**src/rtl/sha_pad_pkg.sv**
```systemverilog
package sha_pad_pkg;
   typedef enum logic [2:0] {
      ST_IDLE,
      ST_MSG,
      ST_MARK,
      ST_ZERO,
      ST_LHI,
      ST_LLO
   } pad_state_e;
endpackage

```
**src/rtl/sha_pad_swap.sv**
```systemverilog
module sha_pad_swap #(
   parameter int DATA_W   = 32,
   parameter bit SWAP_RST = 1'b1
) (
   input  logic                clk_i,
   input  logic                rst_ni,
   input  logic                cfg_we_i,
   input  logic                cfg_val_i,
   input  logic                idle_i,
   input  logic [DATA_W-1:0]   data_i,
   input  logic [DATA_W/8-1:0] be_i,
   output logic [DATA_W-1:0]   data_o,
   output logic [DATA_W/8-1:0] be_o
);
   localparam int NB = DATA_W / 8;

   logic swap_q;

   always_ff @(posedge clk_i or negedge rst_ni) begin
      if (!rst_ni)                 swap_q <= SWAP_RST;
      else if (cfg_we_i && idle_i) swap_q <= cfg_val_i;
   end

   for (genvar g = 0; g < NB; g++) begin : g_lane
      assign data_o[8*g +: 8] = swap_q ? data_i[8*(NB-1-g) +: 8] : data_i[8*g +: 8];
      assign be_o[g]          = swap_q ? be_i[NB-1-g]            : be_i[g];
   end
endmodule

```
**src/rtl/sha_pad_packer.sv**
```systemverilog
module sha_pad_packer #(
   parameter int DATA_W = 32
) (
   input  logic                      clk_i,
   input  logic                      rst_ni,
   input  logic                      clear_i,
   input  logic                      take_i,
   input  logic [DATA_W-1:0]         data_i,
   input  logic [DATA_W/8-1:0]       be_i,
   output logic [DATA_W-1:0]         word_o,
   output logic                      full_o,
   output logic [$clog2(DATA_W/8+1)-1:0] nbytes_o,
   output logic [DATA_W-1:0]         acc_o,
   output logic [$clog2(DATA_W/8)-1:0] cnt_o
);
   localparam int NB  = DATA_W / 8;
   localparam int CW  = $clog2(NB);
   localparam int NBW = $clog2(NB + 1);

   logic [DATA_W-1:0]   comp;
   logic [NBW-1:0]      n;
   logic [2*DATA_W-1:0] joined;
   logic [CW:0]         total;
   logic [DATA_W-1:0]   acc_q;
   logic [CW-1:0]       cnt_q;

   // left-align the enabled bytes, highest lane first
   always_comb begin
      int k;
      k    = 0;
      comp = '0;
      for (int i = NB - 1; i >= 0; i--) begin
         if (be_i[i]) begin
            comp[DATA_W - 8 - 8*k +: 8] = data_i[8*i +: 8];
            k = k + 1;
         end
      end
      n = NBW'(k);
   end

   assign joined = {acc_q, {DATA_W{1'b0}}} | ({comp, {DATA_W{1'b0}}} >> (8 * int'(cnt_q)));
   assign total  = (CW+1)'(cnt_q) + (CW+1)'(n);
   assign full_o = total >= (CW+1)'(NB);
   assign word_o = joined[2*DATA_W-1:DATA_W];

   always_ff @(posedge clk_i or negedge rst_ni) begin
      if (!rst_ni) begin
         acc_q <= '0;
         cnt_q <= '0;
      end else if (clear_i) begin
         acc_q <= '0;
         cnt_q <= '0;
      end else if (take_i) begin
         if (full_o) begin
            acc_q <= joined[DATA_W-1:0];
            cnt_q <= CW'(total - (CW+1)'(NB));
         end else begin
            acc_q <= joined[2*DATA_W-1:DATA_W];
            cnt_q <= CW'(total);
         end
      end
   end

   assign nbytes_o = n;
   assign acc_o    = acc_q;
   assign cnt_o    = cnt_q;
endmodule

```
**src/rtl/sha_pad_lenctr.sv**
```systemverilog
module sha_pad_lenctr #(
   parameter int LEN_W = 64,
   parameter int NBW   = 3
) (
   input  logic             clk_i,
   input  logic             rst_ni,
   input  logic             clear_i,
   input  logic             add_i,
   input  logic [NBW-1:0]   nbytes_i,
   output logic [LEN_W-1:0] len_o
);
   logic [LEN_W-1:0] len_q;

   always_ff @(posedge clk_i or negedge rst_ni) begin
      if (!rst_ni)      len_q <= '0;
      else if (clear_i) len_q <= '0;
      else if (add_i)   len_q <= len_q + (LEN_W'(nbytes_i) << 3);
   end

   assign len_o = len_q;
endmodule

```
**src/rtl/sha_pad_top.sv**
```systemverilog
module sha_pad_top import sha_pad_pkg::*; #(
   parameter int DATA_W    = 32,
   parameter int LEN_W     = 64,
   parameter int BLK_WORDS = 16,
   parameter bit SWAP_RST  = 1'b1
) (
   input  logic              clk_i,
   input  logic              rst_ni,
   input  logic              cfg_we_i,
   input  logic              cfg_swap_i,
   input  logic              start_i,
   input  logic              process_i,
   input  logic              len_ovr_en_i,
   input  logic [LEN_W-1:0]  len_ovr_i,
   input  logic              in_valid_i,
   input  logic [DATA_W-1:0] in_data_i,
   input  logic [DATA_W/8-1:0] in_be_i,
   output logic              in_ready_o,
   output logic              out_valid_o,
   output logic [DATA_W-1:0] out_data_o,
   output logic              out_blk_end_o,
   output logic              out_final_o,
   input  logic              out_ready_i,
   output logic [DATA_W-1:0] len_lo_o,
   output logic [DATA_W-1:0] len_hi_o
);
   localparam int NB  = DATA_W / 8;
   localparam int CW  = $clog2(NB);
   localparam int NBW = $clog2(NB + 1);
   localparam int PW  = $clog2(BLK_WORDS);

   initial begin
      if (DATA_W % 8 != 0 || (NB & (NB - 1)) != 0)
         $fatal(1, "DATA_W must be a power-of-two number of bytes");
      if (LEN_W != 2 * DATA_W)
         $fatal(1, "LEN_W must be two data words");
      if (BLK_WORDS < 4 || (BLK_WORDS & (BLK_WORDS - 1)) != 0)
         $fatal(1, "BLK_WORDS must be a power of two of at least 4");
   end

   pad_state_e        state_q, state_d;
   logic [PW-1:0]     wptr_q;
   logic [LEN_W-1:0]  len_emit_q, len_cnt;
   logic              idle, clear, take, slot_free, load;
   logic [DATA_W-1:0] sw_data, pk_word, pk_acc, load_data, marker;
   logic [NB-1:0]     sw_be;
   logic              pk_full, load_final;
   logic [NBW-1:0]    pk_n;
   logic [CW-1:0]     pk_cnt;
   logic              out_valid_q, out_blk_q, out_fin_q;
   logic [DATA_W-1:0] out_data_q;

   assign idle       = state_q == ST_IDLE;
   assign clear      = idle && start_i;
   assign slot_free  = !out_valid_q || out_ready_i;
   assign in_ready_o = (state_q == ST_MSG) && !process_i && slot_free;
   assign take       = in_valid_i && in_ready_o;

   sha_pad_swap #(.DATA_W(DATA_W), .SWAP_RST(SWAP_RST)) u_swap (
      .clk_i(clk_i), .rst_ni(rst_ni), .cfg_we_i(cfg_we_i), .cfg_val_i(cfg_swap_i),
      .idle_i(idle), .data_i(in_data_i), .be_i(in_be_i), .data_o(sw_data), .be_o(sw_be));

   sha_pad_packer #(.DATA_W(DATA_W)) u_pack (
      .clk_i(clk_i), .rst_ni(rst_ni), .clear_i(clear), .take_i(take),
      .data_i(sw_data), .be_i(sw_be), .word_o(pk_word), .full_o(pk_full),
      .nbytes_o(pk_n), .acc_o(pk_acc), .cnt_o(pk_cnt));

   sha_pad_lenctr #(.LEN_W(LEN_W), .NBW(NBW)) u_len (
      .clk_i(clk_i), .rst_ni(rst_ni), .clear_i(clear), .add_i(take),
      .nbytes_i(pk_n), .len_o(len_cnt));

   assign marker = pk_acc | ({8'h80, {(DATA_W-8){1'b0}}} >> (8 * int'(pk_cnt)));

   always_comb begin
      state_d    = state_q;
      load       = 1'b0;
      load_data  = '0;
      load_final = 1'b0;
      unique case (state_q)
         ST_IDLE: if (start_i) state_d = ST_MSG;
         ST_MSG: begin
            if (process_i) state_d = ST_MARK;
            else if (take && pk_full) begin
               load      = 1'b1;
               load_data = pk_word;
            end
         end
         ST_MARK, ST_ZERO: if (slot_free) begin
            load      = 1'b1;
            load_data = (state_q == ST_MARK) ? marker : '0;
            state_d   = (wptr_q == PW'(BLK_WORDS - 3)) ? ST_LHI : ST_ZERO;
         end
         ST_LHI: if (slot_free) begin
            load      = 1'b1;
            load_data = len_emit_q[LEN_W-1:DATA_W];
            state_d   = ST_LLO;
         end
         ST_LLO: if (slot_free) begin
            load       = 1'b1;
            load_data  = len_emit_q[DATA_W-1:0];
            load_final = 1'b1;
            state_d    = ST_IDLE;
         end
         default: state_d = ST_IDLE;
      endcase
   end

   always_ff @(posedge clk_i or negedge rst_ni) begin
      if (!rst_ni) begin
         state_q    <= ST_IDLE;
         wptr_q     <= '0;
         len_emit_q <= '0;
      end else begin
         state_q <= state_d;
         if (clear)     wptr_q <= '0;
         else if (load) wptr_q <= wptr_q + 1'b1;
         if (state_q == ST_MSG && process_i)
            len_emit_q <= len_ovr_en_i ? len_ovr_i : len_cnt;
      end
   end

   always_ff @(posedge clk_i or negedge rst_ni) begin
      if (!rst_ni) begin
         out_valid_q <= 1'b0;
         out_data_q  <= '0;
         out_blk_q   <= 1'b0;
         out_fin_q   <= 1'b0;
      end else if (load) begin
         out_valid_q <= 1'b1;
         out_data_q  <= load_data;
         out_blk_q   <= wptr_q == PW'(BLK_WORDS - 1);
         out_fin_q   <= load_final;
      end else if (out_ready_i) begin
         out_valid_q <= 1'b0;
      end
   end

   assign out_valid_o   = out_valid_q;
   assign out_data_o    = out_data_q;
   assign out_blk_end_o = out_blk_q;
   assign out_final_o   = out_fin_q;
   assign len_lo_o      = len_cnt[DATA_W-1:0];
   assign len_hi_o      = len_cnt[LEN_W-1:DATA_W];
endmodule

```
**config.mk**
```make
export PLATFORM = sky130hd
export DESIGN_NAME = sha_pad_top
export DESIGN_NICKNAME = d
export VERILOG_FILES = /design/src/rtl/sha_pad_pkg.sv /design/src/rtl/sha_pad_swap.sv /design/src/rtl/sha_pad_packer.sv /design/src/rtl/sha_pad_lenctr.sv /design/src/rtl/sha_pad_top.sv
export SDC_FILE = /design/constraint.sdc
export NUM_CORES = 1
export LEC_CHECK = 0
export BUFFER_PORTS_ARGS = -buffer_cell sky130_fd_sc_hd__buf_2
export CELL_PAD_IN_SITES_DETAIL_PLACEMENT = 0
export CELL_PAD_IN_SITES_GLOBAL_PLACEMENT = 1
export CORE_MARGIN = 1.5
export CORE_UTILIZATION = 47
export CTS_CLUSTER_SIZE = 14
export DETAILED_ROUTE_END_ITERATION = 7
export PLACE_DENSITY_LB_ADDON = 0.1
export SETUP_SLACK_MARGIN = 0.1
export SLEW_MARGIN = 20
export SYNTH_ARGS = -nofsm -noshare
export SYNTH_HDL_FRONTEND = slang
export SYNTH_SLANG_ARGS = --single-unit
```
**constraint.sdc**
```tcl
create_clock -name clk_i -period 7.3 [get_ports clk_i]
set_input_delay 1.825 -clock clk_i [delete_from_list [all_inputs] [get_ports clk_i]]
set_output_delay 1.825 -clock clk_i [all_outputs]
set_load 0.01 [all_outputs]
```
# [After elaboration in Yosys (flattened, before gate mapping)]
# Cells that the tools add are included.
[totals] regBits=205 input_bits=109 output_inout_bits=100
[op_classes] addsub=13 order_cmp=1 eq_ne=12 shifts=8 muxes=51 bitwise=2 reduce_logical=17
[ops] op="2-to-1 mux 32 bit" n=12
[ops] op="2-to-1 mux 64 bit" n=3
[ops] op="case mux 32 bit (4 select lines)" n=1
[ops] op="negator 32 -> 33 bit" n=3
[ops] op="variable shift 8 x 33 -> 32 bit (first input constant)" n=3
[ops] op="indexed part select 8 x 33 -> 32 bit" n=3
[ops] op="bitwise mux 32 bit" n=3
[ops] op="adder 64 x 6 -> 64 bit" n=1
[ops] op="bitwise OR 64 bit" n=1
[ops] op=">> shifter 64 x 5 -> 64 bit" n=1
[ops] op="subtractor 6 x 32 -> 32 bit (first input constant)" n=2
[ops] op="2-to-1 mux 8 bit" n=5
[ops] op="bitwise OR 32 bit" n=1
[ops] op=">> shifter 32 x 5 -> 32 bit (first input constant)" n=1
[ops] op="2-to-1 mux 29 bit" n=1
[ops] op="2-to-1 mux 3 bit" n=7
[ops] op="case mux 3 bit (5 select lines)" n=1
[ops] op="2-to-1 mux 1 bit" n=11
[ops] op="!= test 2 bit (second input constant)" n=5
[ops] op="== test 4 bit (second input constant)" n=2
[ops] op="2-to-1 mux 2 bit" n=4
[ops] op="2-to-1 mux 4 bit" n=2
[ops] op="logical AND 1 bit" n=7
[ops] op="== test 3 x 2 -> 1 bit (second input constant)" n=2
[ops] op="other kinds (18)" n=22

# [Longest topological paths before layout]
# Gate-level depths: netlist of run 1.
[depth] depth_word=16 depth_mapped=22 depth_no_buf=20

# [Hierarchy]
# Synthesis of run 1 repeated with hierarchy kept, for this count alone.
[unflattened] hier_cells=1383 hier_area_um2=13217.7
[by_module_without_submodules] mod="sha_pad_top" instances=1 cells_each=569 area_each_um2=5669.2 seq_area_each_um2=2652.5
[by_module_without_submodules] mod="sha_pad_packer" instances=1 cells_each=433 area_each_um2=3691.0 seq_area_each_um2=850.8
[by_module_without_submodules] mod="sha_pad_lenctr" instances=1 cells_each=338 area_each_um2=3230.6 seq_area_each_um2=1526.5
[by_module_without_submodules] mod="sha_pad_swap" instances=1 cells_each=43 area_each_um2=626.9 seq_area_each_um2=26.3

# [Least setup slack after synthesis of run 1]
# OpenSTA, ideal clock, no wires.
[synth_path] path_type="input to register" startpoint="input port in_be_i[2]" endpoint="register out_data_q[16], in the netlist out_data_o[16]" setup_ns=0.138 arrival_time_ns=5.256 path_slack_ns=1.906 stages=17 n_path_buf=1 cell_sequence="nor2b_1 > or2_2 > inv_1 > fa_1 > inv_1 > ha_1 > nor2_1 > a21oi_1 > inv_1 > fa_1 > nor2b_1 > o21ai_0 > nand4_1 > and2_1 > buf_2 > a222oi_1 > o21ai_0"
[synth_via] elab_chain_len=14
[synth_rtl] item="start, declared" line="sha_pad_top.sv:17" text="input logic [DATA_W/8-1:0] in_be_i,"
[synth_rtl] item="2-to-1 mux 1 bit" line="sha_pad_swap.sv:26" text="assign be_o[g] = swap_q ? be_i[NB-1-g] : be_i[g];"
[synth_rtl] item="2-to-1 mux 2 bit" line="sha_pad_packer.sv:33" text="if (be_i[i]) begin"
[synth_rtl] item="adder 2 x 1 -> 3 bit / subtractor 6 x 32 -> 32 bit (equally long branches)" line="sha_pad_packer.sv:35, sha_pad_packer.sv:34"
[synth_rtl] item="2-to-1 mux 29 bit / negator 32 -> 33 bit (equally long branches)" line="sha_pad_packer.sv:33, sha_pad_packer.sv:34"
[synth_rtl] item="subtractor 6 x 32 -> 32 bit, or another cell as far along" line="sha_pad_packer.sv:34" text="comp[DATA_W - 8 - 8*k +: 8] = data_i[8*i +: 8];"
[synth_rtl] item="negator 32 -> 33 bit / bitwise mux 32 bit (equally long branches)" line="sha_pad_packer.sv:34"
[synth_rtl] item="indexed part select 8 x 33 -> 32 bit, or another cell as far along" line="sha_pad_packer.sv:34"
[synth_rtl] item="bitwise mux 32 bit" line="sha_pad_packer.sv:34"
[synth_rtl] item="2-to-1 mux 32 bit" line="sha_pad_packer.sv:33"
[synth_rtl] item=">> shifter 64 x 5 -> 64 bit" line="sha_pad_packer.sv:41" text="assign joined = {acc_q, {DATA_W{1'b0}}} | ({comp, {DATA_W{1'b0}}} >> (8 * int'(cnt_q)));"
[synth_rtl] item="bitwise OR 64 bit" line="sha_pad_packer.sv:41"
[synth_rtl] item="2-to-1 mux 32 bit" line="sha_pad_top.sv:83" text="else if (take && pk_full) begin"
[synth_rtl] item="2-to-1 mux 32 bit" line="sha_pad_top.sv:82" text="if (process_i) state_d = ST_MARK;"
[synth_rtl] item="case mux 32 bit (4 select lines)" line="sha_pad_top.sv:79" text="unique case (state_q)"
[synth_rtl] item="end signal, assigned" line="sha_pad_top.sv:130" text="out_data_q <= load_data;"
[synth_rtl] item="end, declared" line="sha_pad_top.sv:51" text="logic [DATA_W-1:0] out_data_q;"
# Parallel ways exist; a longest one is shown, timed or not.
# A chain may end at the register's enable or synchronous reset.

# [Worst setup path after layout of run 1]
[layout_path] startpoint="input port in_be_i[2]" endpoint="register u_pack.acc_q[27], in the netlist u_pack.acc_o[27]"
[layout_via] elab_chain_len=14
[layout_rtl] item="2-to-1 mux 1 bit" line="sha_pad_swap.sv:26"
[layout_rtl] item="2-to-1 mux 2 bit" line="sha_pad_packer.sv:33"
[layout_rtl] item="adder 2 x 1 -> 3 bit / subtractor 6 x 32 -> 32 bit (equally long branches)" line="sha_pad_packer.sv:35, sha_pad_packer.sv:34"
[layout_rtl] item="2-to-1 mux 29 bit / negator 32 -> 33 bit (equally long branches)" line="sha_pad_packer.sv:33, sha_pad_packer.sv:34"
[layout_rtl] item="subtractor 6 x 32 -> 32 bit, or another cell as far along" line="sha_pad_packer.sv:34"
[layout_rtl] item="negator 32 -> 33 bit / bitwise mux 32 bit (equally long branches)" line="sha_pad_packer.sv:34"
[layout_rtl] item="indexed part select 8 x 33 -> 32 bit, or another cell as far along" line="sha_pad_packer.sv:34"
[layout_rtl] item="bitwise mux 32 bit" line="sha_pad_packer.sv:34"
[layout_rtl] item="2-to-1 mux 32 bit" line="sha_pad_packer.sv:33"
[layout_rtl] item=">> shifter 64 x 5 -> 64 bit" line="sha_pad_packer.sv:41"
[layout_rtl] item="bitwise OR 64 bit" line="sha_pad_packer.sv:41"
[layout_rtl] item="2-to-1 mux 32 bit *" line="sha_pad_packer.sv:54" text="if (full_o) begin"
[layout_rtl] item="2-to-1 mux 32 bit *" line="sha_pad_packer.sv:53" text="end else if (take_i) begin"
[layout_rtl] item="2-to-1 mux 32 bit *" line="sha_pad_packer.sv:50" text="end else if (clear_i) begin"
[layout_rtl] item="end signal, assigned" line="sha_pad_packer.sv:55" text="acc_q <= joined[DATA_W-1:0];"
[layout_rtl] item="end signal, assigned" line="sha_pad_packer.sv:58" text="acc_q <= joined[2*DATA_W-1:DATA_W];"
[layout_rtl] item="end, declared" line="sha_pad_packer.sv:24" text="logic [DATA_W-1:0] acc_q;"
# Mark *: on every way between the ends. The rest lies on a longest branch, timed or not. The select of a mux whose other input is x is not followed.

==> results of run 1 <==
==> worst register-to-register path, cell delays in order (launching register included) <==
cell and delay [ns]:
dfstp_2 0.90, and2_1 0.30, or2_2 0.15, inv_1 0.07, fa_1 0.56, inv_1 0.12
ha_1 0.33, nor2_1 0.05, a21oi_1 0.18, inv_1 0.11, fa_1 0.47, nor2b_1 0.16
o21ai_0 0.27, nand3_1 0.23, nand2_1 0.36, nand2_1 0.47, a221oi_1 0.39, o21ai_0 0.13
==> area by class of cell <==
| class | count | area, um2 |
|---|---|---|
| Clock buffer | 36 | 675.6 |
| Timing Repair Buffer | 227 | 1219 |
| Tap cell | 335 | 419.2 |
| Multi-Input combinational cell | 1096 | 6954 |
| Inverter | 29 | 108.9 |
| Sequential cell | 202 | 5057 |
| Fill cell | 2448 | 11520 |
| Clock inverter | 7 | 100.1 |
==> state kept, by name (all words and copies together), names as in the netlist <==
name	cells
out_data_o	32
out_valid_o	1
len_emit_q	64
out_final_o	1
u_swap.swap_q	1
wptr_q	4
state_q	3
u_pack.acc_o	32
u_len.len_o	61
u_pack.cnt_o	2
out_blk_end_o	1
==> cells in the mapped netlist (4+ instances only) <==
cell and number:
a2111oi_0 5, a211o_1 5, a211oi_1 18, a21o_1 6, a21oi_1 123, a221oi_1 25
a222oi_1 13, a22o_1 4, a22oi_1 7, a2bb2oi_1 6, a31oi_1 10, a32oi_1 8
and2_1 9, and3_1 12, and4_1 10, buf_1 9, buf_2 20, clkbuf_1 59
dfrtp_1 201, ha_1 13, inv_1 27, mux2_2 18, mux2i_1 103, nand2_1 117
nand2b_1 9, nand3_1 33, nand3b_1 5, nand4_1 23, nor2_1 197, nor2b_1 10
nor3_1 44, nor3b_1 4, nor4_1 4, o211a_1 5, o21a_1 10, o21ai_0 89
o221ai_1 10, o22ai_1 17, o2bb2ai_1 4, or2_2 4, or3_1 10, xnor2_1 32
xor2_1 24
==> metal layers <==
| layer | vias up | part of all wire [%] |
|---|---|---|
| met5 | - | 0.035 |
| met4 | 2 | 2.8 |
| met3 | 73 | 6.6 |
| met2 | 502 | 48 |
| met1 | 5745 | 43 |
| li1 | 5504 | - |
==> kinds of logic after synthesis <==
group,count (synthesis)
multiplexers,123
adder cells (fa/ha/maj),16
XOR/XNOR,56
buffers and inverters,121
AO/OA/AOI/OAI,386
AND/OR/NAND/NOR,512
flip-flops,202
other,1
==> metrics by stage <==
step	instances	hold slack, ns	util, %	worst slack, ns
finish	1932	0.4756	55.77	1.333
global route	1932	0.5182	55.77	0.8431
CTS	1932	0.4837	55.76	1.389
detailed placement	1889	0.4715	52.78	0.8525
global placement	1889	0.4694	52.77	0.9424
floorplan	1419	0.4599	-	1.906
==> final timing paths <==
path                                    endpoint           from  slack [ns]
worst max register to register  u_pack.acc_o[27]  u_swap.swap_q        1.91
worst max-delay path            u_pack.acc_o[27]     in_be_i[2]        1.33
worst min register to register     out_blk_end_o  out_blk_end_o        0.48
worst min-delay path               out_blk_end_o  out_blk_end_o        0.48
min in group asynchronous         u_len.len_o[4]         rst_ni        1.43
max in group asynchronous        u_len.len_o[48]         rst_ni        4.50
==> report_power, final <==
part | switching (mW) | internal [mW]
clock | 0.488 | 0.711
sequential | 0.262 | 1.43
combinational | 1.57 | 0.873
total | 2.32 | 3.01
==> run metrics, run 1 <==
dpl hpwl 31350 um; gate count after technology mapping 1417; synth warn 0; n_diodes 0; Power per Cell Area 366.7 nW/um2; commonest non-fill, non-tap cell in the layout buf_2; die height 165.9 um; vias in the first global route 11110; slew margin rel. 29.42%; Synth Area in XOR/XNOR 3.935%; Clock Skew 0.01248 ns; CTS max path bufs 3; highest clock rate 167.6 MHz; slew at the pin with the worst max-slew slack 1.055 ns; Synth top area share 40.35%; M1 GR Usage 43.56%; number of synthesized flops with an enable pin 0; I/O pin cnt 209; worst path required time 7.68 ns; Fin. Hold Viols 0; critical path's top delay family simple AND/OR/NAND/NOR gates; Setup violations, final 0; met2 Usage GRT 49.87%; P_leak 6.775 nW; Startpoint Class input pin; via count 11830; Final min period 5.967 ns; hold depth 2; reg2reg path depth 17; met3 global-route usage 3.194%; maximum vdd drop 0.0001819 V; CTS tree done; critical path's slowest cell fa_1; crit end category flop; Hold Buf Count CTS 0; Syn Area/Cell 8.797 um2; simple-gate share of the synthesized area 19.59%; post-synthesis mux area share 10.14%; max-slew violations 0; RSZ-0062 raised after global routing false; Crit path buffers/inverters 4; max incr delay on CP 0.56 ns; CTS sink cnt 202; Global Route Usage Sum 30.78%; DRT iter0 DRCs 1285; top cells by area, synth dfrtp_1 (40%), mux2i_1 (8.3%), nor2_1 (5.9%); placed cell area 13750 um2; final instance area 14530 um2; number of port buffers 205; initial antenna violation count 1; prevailing post-synth register cell dfrtp_1; Starting Density 47.84%; Core Box Area 26060 um2; Max Fanout on Critical Path 15; die footprint 27510 um2; GP Congestion 0.9171; Synth async-reset ratio 100.0%; layout cell share with drive strength beyond 1 19.10%; DR WL/cell 22.37 um; cell count along the critical path 18; part of the cycle the worst path needs 81.74%; die width 165.9 um; Crit Path Class in2reg; nets@finish 1705; H-tree levels 1; setup TNS 0 ns; Reg clk slew, reported paths 0.06 ns; most used routing layer met2; Max Cap Viol 0; PostCTS Resize Cnt 0; DRT Pass-1 Iters 8; violated checks design-rule violations; clk_lat worst skew 0.53 ns; clock root cell clkbuf_16; area grow syn2layout 16.59%; cell mode on critical path inv_1; total wire length 43220 um; Final Power 5.330 mW; setup bufs post-CTS 0; register area share after synthesis 40.56%; main combinational cell family by area after synthesis compound AO/OA/AOI/OAI gates; Cell Chain, Critical Path buf_2, nor2b_1, or2_2, inv_1, fa_1, inv_1, ha_1, nor2_1, a21oi_1, inv_1, fa_1, nor2b_1, o21ai_0, nand3_1, nand2_1, nand2_1, a221oi_1, o21ai_0; outcome complete, but fails checks; Yosys top cell by area dfrtp_1; Synth Area in Adders 1.787%; most frequent cells in the layout buf_2 (203), dfrtp_1 (200), nor2_1 (196); Synth cell types 78; compound-gate portion of the synthesized area 19.96%; row count 59; arrival time worst endpoint 6.35 ns; Hold Crit Class reg2reg; flops & latches, synth 202; first-pass GRT wire length 66410 um; # DRC 5; Post-DRT Antenna Nets 0; mean number of vias per cell 6.121; global route overflow 0; total CTS buffers 24; largest net degree at the start of global routing 124; Mapped Area 12470 um2
(Power assumes the default switching activity.)
==> run 2, diff against run 1 <==
- ABC_AREA: default -> 1
- CORE_UTILIZATION: 47 -> 41
- clock period: 7.3 -> 6.3 ns (I/O delays scaled with it)
==> run metrics, run 2 <==
Max Cap Viol 0; reg2reg path depth 21; outcome finished, final reports clean; pre-CTS setup slack 0.5164 ns; die width 183.8 um; maximum vdd drop 0.0002305 V; crit end category flop; CTS tree done; DR WL/cell 20.47 um; Fin. Hold Viols 0; final setup margin 1.058 ns; P_leak 7.429 nW; sequential cell area 5056 um2; slew at the pin with the worst max-slew slack 0.9429 ns; Yosys top cell by area dfrtp_1; PostCTS Resize Cnt 0; H-tree levels 1; Post-DRT Antenna Nets 0; synth warn 0; nets@finish 2215; RR Endpoint u_len.len_o[38]; Hold EP u_pack.acc_o[15]; Mapped Area 13400 um2; commonest non-fill, non-tap cell in the layout nand2_1; Power per Cell Area 478.1 nW/um2; clock root cell clkbuf_16; die height 183.8 um; CTS max path bufs 3; total CTS buffers 24; max-slew violations 0; final hold slack 0.4878 ns; Global Route Usage Sum 31.16%; hold depth 2; area grow syn2layout 16.47%; Hold Crit Class reg2reg; Setup crit start in_be_i[3]; die footprint 33780 um2; final instance area 15610 um2; # fillers 3359; dpl hpwl 39130 um; DRT Pass-1 Iters 6; footprint of the multi-input gates 7136 um2; top cells by area, synth dfrtp_1 (38%), nand2_1 (13%), nand3_1 (7.7%); Core Box Area 32370 um2; worst path required time 6.77 ns; fin cells 2549; layout cell share with drive strength beyond 1 15.38%; first-pass GRT wire length 79130 um; DRT iter0 DRCs 1072; Synth cell types 53; total wire length 52190 um; row count 66; via count 14140; Max Fanout on Critical Path 11; vias in the first global route 13510; Placed Cells 2506; placed cell area 14750 um2; clk_lat worst skew 0.55 ns; worst hold start u_pack.acc_o[15]; Synth top area share 37.53%; gate count after technology mapping 1927; Clock Skew 0.03413 ns; max reg flops 64; Crit Path Class in2reg; Synth async-reset ratio 100.0%; global route overflow 0; arrival time worst endpoint 5.72 ns; slew margin rel. 36.99%; setup bufs post-CTS 0; prevailing post-synth register cell dfrtp_1; register area share after synthesis 37.73%; part of the cycle the worst path needs 83.21%; Largest Register len_emit_q; most frequent cells in the layout nand2_1 (473), nand3_1 (207), buf_2 (203); Commonest cells post-synth nand2_1 (473), nand3_1 (207), dfrtp_1 (201), inv_1 (197), nor2_1 (171); CTS sink cnt 202; Startpoint Class input pin; highest clock rate 190.7 MHz; mean number of vias per cell 5.546; Setup violations, final 0; worst flop-to-flop path startpoint u_swap.swap_q; Syn Area/Cell 6.955 um2; Starting Density 41.40%; Hold Buf Count CTS 0; Reg clk slew, reported paths 0.06 ns; RSZ-0062 raised after global routing false; Final min period 5.242 ns; most frequent cell after synthesis nand2_1; register-to-register setup slack 1.33 ns; flops & latches, synth 202; n_diodes 0; GP Congestion 0.9506; initial antenna violation count 0; largest net degree at the start of global routing 85; I/O pin cnt 209; setup TNS 0 ns; number of synthesized flops with an enable pin 0; # DRC 0; number of port buffers 205
run 2: cell count changes in the layout (fill, tap and decap cells not counted), moves of 31 or more:
cell / change
mux2i_1: -98
nand2_1: +356
nand3_1: +174
inv_1: +170
o21ai_0: +39
nand4_1: +44
xnor2_1: -32
o211ai_1: +31
run 2: cells by family (layout without fill, tap and decap cells):
| family | Yosys count | count (layout) | share of synthesized area [%] |
|---|---|---|---|
| other | 1 | 3 | 0.02798 |
| DFF | 202 | 202 | 37.73 |
| and+or+nand+nor | 1020 | 1020 | 33.98 |
| AOI/OAI and AO/OA | 373 | 373 | 16.14 |
| buffers and inverters | 298 | 476 | 9.159 |
| muxes | 5 | 5 | 0.3735 |
| adders and majority gates | 16 | 16 | 1.662 |
| xor gates and xnor gates | 12 | 12 | 0.9243 |
run 2: report_power, final:
part | internal, mW | switching [mW]
combinational | 1.17 | 2.51
sequential | 1.81 | 0.444
clock | 0.934 | 0.597
total | 3.91 | 3.55
run 2: routing by layer:
metal | track usage [%] | part of all wire [%] | vias up
met1 | 40.02 | 42 | 6779
met4 | 14.69 | 5.1 | 0
met2 | 52.32 | 47 | 450
met3 | 3.645 | 5.5 | 112
li1 | - | - | 6795
met5 | 0 | 0 | -
run 2: area by class of cell:
class                      count  share of cell area [%]
multi-input combinational   1429                   45.72
tap                          442                   3.543
clock inverter                11                   1.106
clock buffer                  32                   4.425
timing repair buffer         229                   7.880
sequential                   202                   32.39
inverter                     204                   4.938
run 2: worst max-delay path by stage:
stage / endpoint / slack (ns) / depth (start not counted)
6_report: u_len.len_o[38] / 1.06 / 20
5_1_grt: u_len.len_o[56] / 0.63 / 22
4_1_cts: u_len.len_o[52] / 1.07 / 22
3_5_place_dp: u_len.len_o[52] / 0.52 / 22
3_3_place_gp: u_len.len_o[52] / 0.63 / 22
2_1_floorplan: u_len.len_o[46] / 1.01 / 23
run 2: critical path, cell delays in order:
cell     delay, ns
buf_2         0.12
o21ai_2       0.43
fa_1          0.58
inv_1         0.17
ha_1          0.17
inv_1         0.04
ha_1          0.33
nand2_2       0.15
o21ai_4       0.10
ha_1          0.36
nand3_1       0.09
nand3_1       0.11
nand2_2       0.11
nor2_4        0.17
nand3_1       0.13
nor2_2        0.28
nand3_1       0.26
nor3_2        0.27
o21ai_0       0.13
a21oi_1       0.15
run 2: through the flow:
stage                     power (mW)  util, %
after global routing           8.026    48.22
after global placement         5.878    45.55
after CTS                      7.470    48.22
after detailed placement       5.925    45.55
final                          7.462    48.22
after floorplan                4.675        -
==> run 3, diff against run 2 <==
- ABC_AREA: 1 -> 0
- CORE_UTILIZATION: 41 -> 43
- clock period: 6.3 -> 4.9 ns (I/O delays scaled with it)
==> run metrics, run 3 (synthesis results as in run 1) <==
H-tree levels 1; outcome finished, final reports clean; max-slew violations 0; I/O pin cnt 209; die footprint 30020 um2; mean number of vias per cell 5.807; GP Congestion 0.8838; Hold Crit Class reg2reg; setup TNS 0 ns; Clock Skew 0.03251 ns; row count 62; Max Fanout on Critical Path 8; P_leak 7.374 nW; largest net degree at the start of global routing 126; slew at the pin with the worst max-slew slack 1.065 ns; # DRC 0; most frequent cells in the layout buf_2 (203), dfrtp_1 (200), nor2_1 (196); Core Box Area 28630 um2; total CTS buffers 24; n_diodes 0; clock root cell clkbuf_16; CTS sink cnt 202; Fin. Hold Viols 0; Starting Density 43.55%; Util after Layout 54.71%; CTS max path bufs 3; die height 173.3 um; highest clock rate 218.8 MHz; sequential cell area 5057 um2; Crit Path Class in2reg; CTS tree done; first-pass GRT wire length 69390 um; vias in the first global route 11670; via count 12140; clk_lat worst skew 0.55 ns; Final min period 4.571 ns; Power per Cell Area 557.9 nW/um2; part of the cycle the worst path needs 93.28%; Global Route Usage Sum 29.59%; DR WL/cell 21.44 um; Hold Buf Count CTS 0; Post-DRT Antenna Nets 0; layout cell share with drive strength beyond 1 25.13%; area grow syn2layout 25.64%; max reg flops 64; initial antenna violation count 0; dpl hpwl 33460 um; pre-CTS setup slack -0.3230 ns; Reg clk slew, reported paths 0.06 ns; Setup violations, final 0; Max Cap Viol 0; DRT iter0 DRCs 1094; worst path required time 5.29 ns; Startpoint Class input pin; global route overflow 0; number of port buffers 205; nets@finish 1815; RSZ-0062 raised after global routing false; arrival time worst endpoint 4.97 ns; slew margin rel. 28.99%; DRT Pass-1 Iters 6; Largest Register len_emit_q; # fillers 2737; final hold slack 0.4981 ns; maximum vdd drop 0.0002730 V; die width 173.3 um; Final Power 8.738 mW; crit end category flop; commonest non-fill, non-tap cell in the layout buf_2; footprint of the multi-input gates 6989 um2; final setup margin 0.3292 ns; total wire length 44820 um
==> run 3: cell count changes in the layout (fill, tap and decap cells not counted), moves of 25 or more <==
cell	delta
mux2i_1	+98
o21ai_0	-41
nand4_1	-44
nor2_1	+27
inv_1	-171
xnor2_1	+32
nand3_1	-175
nand2_1	-356
o211ai_1	-31
a221oi_1	+25
buf_4	+101
==> run 3: repair_timing <==
item,CTS,global route
setup endpoints to repair,0,64
setup buffers,0,0
resized for setup,0,10
==> run 3: per-stage QoR <==
step | instance area (um2) | std cells
finish | 15660 | 2091
floorplan | 12470 | 1419
detailed placement | 14700 | 2046
CTS | 15590 | 2089
global placement | 14690 | 2046
global route | 15660 | 2091
==> run 3: power breakdown <==
part | switching, mW | internal [mW]
Combinational | 2.47 | 1.71
Sequential | 0.393 | 2.13
Clock | 0.778 | 1.26
Total | 3.64 | 5.10
==> run 3: final cells by class <==
class | count | share of cell area, %
multi-input cells | 1096 | 44.63
clock buffers | 29 | 4.082
flip-flops and latches | 202 | 32.29
repair buffers | 337 | 13.58
well taps | 384 | 3.068
inverters | 29 | 0.6951
clock inverters | 14 | 1.654
==> run 3: path summary, 6_finish.rpt <==
check	from	to	slack [ns]	cells past startpoint
setup / recovery	in_be_i[1]	u_pack.acc_o[24]	0.33	18
hold / removal	out_blk_end_o	out_blk_end_o	0.50	2
setup reg to reg	u_swap.swap_q	u_pack.acc_o[24]	0.43	18
hold reg to reg	out_blk_end_o	out_blk_end_o	0.50	2
max in group asynchronous	rst_ni	u_swap.swap_q	3.17	3
min in group asynchronous	rst_ni	u_pack.acc_o[14]	0.62	1
==> run 3: per-layer routing <==
layer  up-vias  part of all wire (%)  wire, um  global-route usage, %
met5         -                     0         0                      0
met4         0                   2.7      1203                  8.333
met3        62                   4.9      2207                  2.237
met2       425                    48     21570                  49.60
met1      5905                    44     19840                  41.24
li1       5750                     -         -                      -
==> run 3: critical path, stage by stage <==
cell      delay [ns]
buf_2           0.10
and2_1          0.19
or2_2           0.32
ha_1            0.21
o21ai_0         0.25
inv_1           0.08
ha_1            0.30
nor2_1          0.06
a21oi_2         0.15
inv_1           0.10
fa_1            0.46
or4_1           0.58
nand4_1         0.11
buf_4           0.19
buf_4           0.16
nor2_1          0.09
a221oi_1        0.27
o31ai_1         0.12
